[config.mk]
export PLATFORM = sky130hd
export DESIGN_NAME = fbdiv_ctrl
export DESIGN_NICKNAME = d
export VERILOG_FILES = /design/src/rtl/fbdiv_pkg.sv /design/src/rtl/fbdiv_cfg_check.sv /design/src/rtl/fbdiv_prescaler.sv /design/src/rtl/fbdiv_swallow.sv /design/src/rtl/fbdiv_ctrl.sv
export SDC_FILE = /design/constraint.sdc
export NUM_CORES = 1
export LEC_CHECK = 0
export BUFFER_PORTS_ARGS = -buffer_cell sky130_fd_sc_hd__buf_2
export CAP_MARGIN = 20
export CORE_MARGIN = 2
export CORE_UTILIZATION = 39
export DETAILED_ROUTE_END_ITERATION = 8
export SKIP_CTS_REPAIR_TIMING = 1
export SLEW_MARGIN = 20
export SYNTH_ARGS = -nofsm -noshare
export SYNTH_HDL_FRONTEND = slang
export SYNTH_SLANG_ARGS = --single-unit
[constraint.sdc]
create_clock -name clk -period 4.1 [get_ports clk]
set_input_delay 0.615 -clock clk [delete_from_list [all_inputs] [get_ports clk]]
set_output_delay 0.615 -clock clk [all_outputs]
set_load 0.02 [all_outputs]
[src/rtl/fbdiv_pkg.sv]
package fbdiv_pkg;
  localparam int P_W = 3;
  typedef enum logic {PS_FIXED = 1'b0, PS_DUAL = 1'b1} ps_mode_e;
endpackage

[src/rtl/fbdiv_cfg_check.sv]
module fbdiv_cfg_check
  import fbdiv_pkg::*;
#(
  parameter int A_W = 5,
  parameter int B_W = 8
) (
  input  logic           mode_i,
  input  logic           psel_i,
  input  logic [A_W-1:0] a_i,
  input  logic [B_W-1:0] b_i,
  input  logic           bbyp_i,
  output logic           valid_o,
  output logic [P_W-1:0] p_o,
  output logic [A_W-1:0] a_o,
  output logic [B_W-1:0] b_o
);
  localparam int B_MIN = 3;
  ps_mode_e mode;

  always_comb begin
    mode = ps_mode_e'(mode_i);
    if (mode == PS_DUAL) p_o = psel_i ? P_W'(4) : P_W'(2);
    else                 p_o = psel_i ? P_W'(2) : P_W'(1);
    a_o = (mode == PS_DUAL) ? a_i : '0;
    b_o = bbyp_i ? B_W'(1) : b_i;
    if (bbyp_i) valid_o = (mode == PS_FIXED);
    else        valid_o = (int'(b_i) >= B_MIN) &&
                          ((mode == PS_FIXED) || (int'(a_i) <= int'(b_i)));
  end
endmodule

[src/rtl/fbdiv_prescaler.sv]
module fbdiv_prescaler
  import fbdiv_pkg::*;
(
  input  logic           clk,
  input  logic           rst_n,
  input  logic           plus_i,
  input  logic [P_W-1:0] p_i,
  output logic           tick_o
);
  logic [P_W-1:0] cnt_q;

  assign tick_o = (cnt_q == '0);

  always_ff @(posedge clk or negedge rst_n) begin
    if (!rst_n)      cnt_q <= '0;
    else if (tick_o) cnt_q <= plus_i ? p_i : p_i - P_W'(1);
    else             cnt_q <= cnt_q - P_W'(1);
  end
endmodule

[src/rtl/fbdiv_swallow.sv]
module fbdiv_swallow #(
  parameter int A_W = 5,
  parameter int B_W = 8
) (
  input  logic           clk,
  input  logic           rst_n,
  input  logic           tick_i,
  input  logic [A_W-1:0] ld_a_i,
  input  logic [B_W-1:0] ld_b_i,
  output logic           last_o,
  output logic           plus_o
);
  logic [A_W-1:0] ac_q;
  logic [B_W-1:0] bc_q;

  assign last_o = (bc_q == '0);
  assign plus_o = last_o ? (ld_a_i != '0) : (ac_q != '0);

  always_ff @(posedge clk or negedge rst_n) begin
    if (!rst_n) begin
      ac_q <= '0;
      bc_q <= '0;
    end else if (tick_i) begin
      if (last_o) begin
        ac_q <= (ld_a_i != '0) ? ld_a_i - A_W'(1) : '0;
        bc_q <= ld_b_i - B_W'(1);
      end else begin
        ac_q <= (ac_q != '0) ? ac_q - A_W'(1) : '0;
        bc_q <= bc_q - B_W'(1);
      end
    end
  end
endmodule

[src/rtl/fbdiv_ctrl.sv]
module fbdiv_ctrl
  import fbdiv_pkg::*;
#(
  parameter int A_W = 5,
  parameter int B_W = 8
) (
  input  logic           clk,
  input  logic           rst_n,
  input  logic           cfg_mode,
  input  logic           cfg_psel,
  input  logic [A_W-1:0] cfg_a,
  input  logic [B_W-1:0] cfg_b,
  input  logic           cfg_bbyp,
  output logic           div_pulse,
  output logic           cfg_invalid
);
  logic           chk_valid;
  logic [P_W-1:0] dec_p, act_p, nxt_p, pre_p;
  logic [A_W-1:0] dec_a, act_a, nxt_a;
  logic [B_W-1:0] dec_b, act_b, nxt_b;
  logic           pre_tick, sw_last, sw_plus, wrap;

  fbdiv_cfg_check #(.A_W(A_W), .B_W(B_W)) u_chk (
    .mode_i(cfg_mode), .psel_i(cfg_psel), .a_i(cfg_a), .b_i(cfg_b),
    .bbyp_i(cfg_bbyp), .valid_o(chk_valid), .p_o(dec_p), .a_o(dec_a),
    .b_o(dec_b)
  );

  assign cfg_invalid = !chk_valid;
  assign nxt_p = chk_valid ? dec_p : act_p;
  assign nxt_a = chk_valid ? dec_a : act_a;
  assign nxt_b = chk_valid ? dec_b : act_b;
  assign wrap  = pre_tick && sw_last;
  assign pre_p = wrap ? nxt_p : act_p;

  fbdiv_prescaler u_pre (
    .clk(clk), .rst_n(rst_n), .plus_i(sw_plus), .p_i(pre_p), .tick_o(pre_tick)
  );

  fbdiv_swallow #(.A_W(A_W), .B_W(B_W)) u_sw (
    .clk(clk), .rst_n(rst_n), .tick_i(pre_tick), .ld_a_i(nxt_a),
    .ld_b_i(nxt_b), .last_o(sw_last), .plus_o(sw_plus)
  );

  always_ff @(posedge clk or negedge rst_n) begin
    if (!rst_n) begin
      act_p     <= P_W'(1);
      act_a     <= '0;
      act_b     <= B_W'(1);
      div_pulse <= 1'b0;
    end else begin
      div_pulse <= wrap;
      if (wrap) begin
        act_p <= nxt_p;
        act_a <= nxt_a;
        act_b <= nxt_b;
      end
    end
  end
endmodule

==> flow_metrics.tcl <==
set metrics [dict create \
    port-buffer-count 19 \
    clockRootBuffer "clkbuf_8" \
    wire_per_inst_um 13.8 \
    avgViaCountPerCell 5.24 \
    fill_cells 557 \
    cts_buffers 5 \
    io_pins 20 \
    yosys.area_share.simple 0.206 \
    synth_top_family_by_area "compound AO/OA/AOI/OAI gates" \
    status "complete, no violations" \
    stdcell_count 339 \
    first_pass_iters 4 \
    rows 27 \
    synth_compound_area_frac 0.207 \
    report.final.setup_viol 0 \
    synth_fa_ha_area_frac 0.0678 \
    hpwl_um 3560 \
    syn_area_per_cell_um2 8.97 \
    slew_headroom 0.497 \
    routed_wl_um 4670 \
    worst_ep_arrival_time_ns 3.71 \
    syn_to_final_growth_pct 11.8 \
    worst_pin_slew_ns 0.755 \
    ys_types 58 \
    cellLeakagePower_nw 1.16 \
    ff2ff_path_depth 10 \
    numClockSinks 33 \
    regArea_um2 828 \
    antenna_found_initial 0 \
    ys.flop_type "dfrtp_1" \
    regToRegSetupSlack_ns 1.34 \
    grt_max_degree 34 \
    yosysMostFrequentCell "nand2_1" \
    start_util 0.402 \
    ys_top_cells_by_area "dfrtp_1 35%, ha_1 6.8%, nand2_1 5.8%" \
    hold_viol 0 \
    synth_edf_count 0 \
    multi_input_area_um2 1250 \
    die_w_um 79.4 \
    cp.required_ns 4.24 \
    synth.yosys.seq_area_share 0.374 \
    async_reset_ff_frac 1.00 \
    ys_top_cells_by_count "34 x nand2_1, 31 x dfrtp_1, 20 x inv_1, 19 x nor2_1" \
    utilization 0.450 \
    netlist_area_um2 2220 \
    gp_congestion 0.824 \
    syn_inst 247 \
    cp_max_fo 13 \
    syn_nets 277 \
    min_period_over_period 0.870 \
    diodes 0 \
    crit_path_start_kind "input port" \
    detail_route.iter0.violations 106 \
    cts_tree "done" \
    clkTransAtPathRegs_ns 0.07 \
    drc_errors 0 \
    fmax_mhz 280 \
    min_path_type "in -> async" \
    rr_endpoint "u_pre.cnt_q[2]$_DFF_PN0_" \
    path_class "in -> reg" \
    ir_worst_vdd_mv 0.267 \
    tns_ns 0 \
    clk_latency_ns 0.29 \
    cp_top_family "compound AO/OA/AOI/OAI gates" \
    cp_slowest_cell "nor4b_1" \
    grt_pass1_vias 1793 \
    layout-drive-gt1-share 0.172 \
    globalRouteOverflowTotal 0 \
    path_buf_inv 1 \
    synth_top_area_frac 0.350 \
    track_usage 0.169 \
    finalClockSkew_ns 0.00857 \
    p_per_area_nw_per_um2 555 \
    synth_xor_area_frac 0.0316 \
    die-area_um2 6300 \
    regToRegStartpoint "u_sw.bc_q[1]$_DFFE_PN0P_" \
    drv_cap 0 \
    vias 1778 \
    path_cells "buf_2, ha_1, and3_1, and3_1, a211o_1, a21oi_4, mux2i_1, a21oi_2, ha_1, o2111ai_1, nor4b_1, mux2i_1, o2bb2ai_1" \
    grt_pass1_wl_um 8310 \
    drv_slew 0 \
    yosysTopAreaCell "dfrtp_1" \
    synth_mux_area_frac 0.0519 \
    worstSetupStartpoint "cfg_a[4]" \
    cpPeakStageDelay_ns 0.45 \
    drtAntennaViolNets 0 \
    dp.cells 331 \
    whs_ns 0.390 \
    synth_seq_cells 33 \
    cp.depth 13 \
    cts_buffer_depth 2 \
    core-area_um2 5510 \
    rsz0062_at_grt "no" \
    final_nets 296 \
    h-tree-depth 2 \
    layout_min_cycle_time_ns 3.57 \
    die_h_um 79.4 \
    yosysWarnings 0 \
    end_kind "register" \
]
==> power breakdown <==
| part | internal, mW | switching (mW) |
|---|---|---|
| logic | 0.239 | 0.304 |
| clock network | 0.152 | 0.123 |
| registers | 0.467 | 0.0901 |
| total | 0.858 | 0.517 |
==> cell usage in the layout, fill, tap and decap left out, types with 3 or more instances in the layout <==
cell type / n
nor3_1: 3
nor2b_1: 4
mux2i_1: 7
a311o_1: 4
o21ai_0: 3
or3_1: 3
nor2_1: 19
buf_4: 5
mux2_1: 3
o21ai_1: 12
nand2b_1: 5
nand2_1: 34
a21oi_1: 12
inv_1: 20
xnor2_1: 5
nor4_1: 6
clkbuf_8: 7
and2_1: 4
ha_1: 12
a21o_1: 3
and3_1: 3
o31ai_1: 3
buf_2: 19
dfrtp_1: 31
xor2_1: 3
==> worst max path at each step <==
stage	to	slack (ns)
finish	u_sw.bc_q[6]$_DFFE_PN0P_	0.53
global route	u_sw.bc_q[6]$_DFFE_PN0P_	0.22
CTS	u_sw.bc_q[6]$_DFFE_PN0P_	0.52
detailed placement	u_sw.bc_q[6]$_DFFE_PN0P_	0.23
global placement	u_sw.bc_q[6]$_DFFE_PN0P_	0.36
floorplan	u_sw.bc_q[6]$_DFFE_PN0P_	0.62
==> through the flow <==
stage                     setup WS (ns)  total power [mW]  area [um^2]
after floorplan                   0.623             0.980         2220
after global placement            0.357              1.10         2380
after detailed placement          0.232              1.11         2380
after CTS                         0.519              1.39         2480
after global routing              0.219              1.51         2480
final                             0.531              1.38         2480
==> flip-flops by register name (all words and copies together) (netlist names) <==
register and flops:
act_a 5, act_b 8, act_p 3, div_pulse 1, u_pre.cnt_q 3, u_sw.ac_q 5
u_sw.bc_q 8
==> layout make-up <==
cell class                 instances  area share
clock buffer                       7      0.0389
clock inverter                     1     0.00202
inverter                          20      0.0303
multi-input combinational        182       0.505
sequential                        33       0.334
tap                               72      0.0364
timing repair buffer              24      0.0535
==> worst reg2reg max path, delay by kind of cell, from the launching register on <==
kind	cells	cell delay, ns
muxes	2	0.40
DFF	1	0.43
adders and majority gates	1	0.18
and+or+nand+nor	6	1.59
buffers and inverters	1	0.05
==> layer usage <==
metal	routed length (um)	global-route usage	vias to the layer above
met2	2250	0.282	19
met1	2250	0.226	845
met4	37	0.0414	0
li1	-	-	909
met3	123	0.0339	5
met5	0	0	-
==> logic make-up after synthesis <==
family,Yosys count
AO/OA/AOI/OAI,60
XOR/XNOR,8
adder cells (fa/ha/maj),12
buffers and inverters,32
flip-flops,33
multiplexers,11
AND/OR/NAND/NOR,91
(Power assumes the default switching activity.)
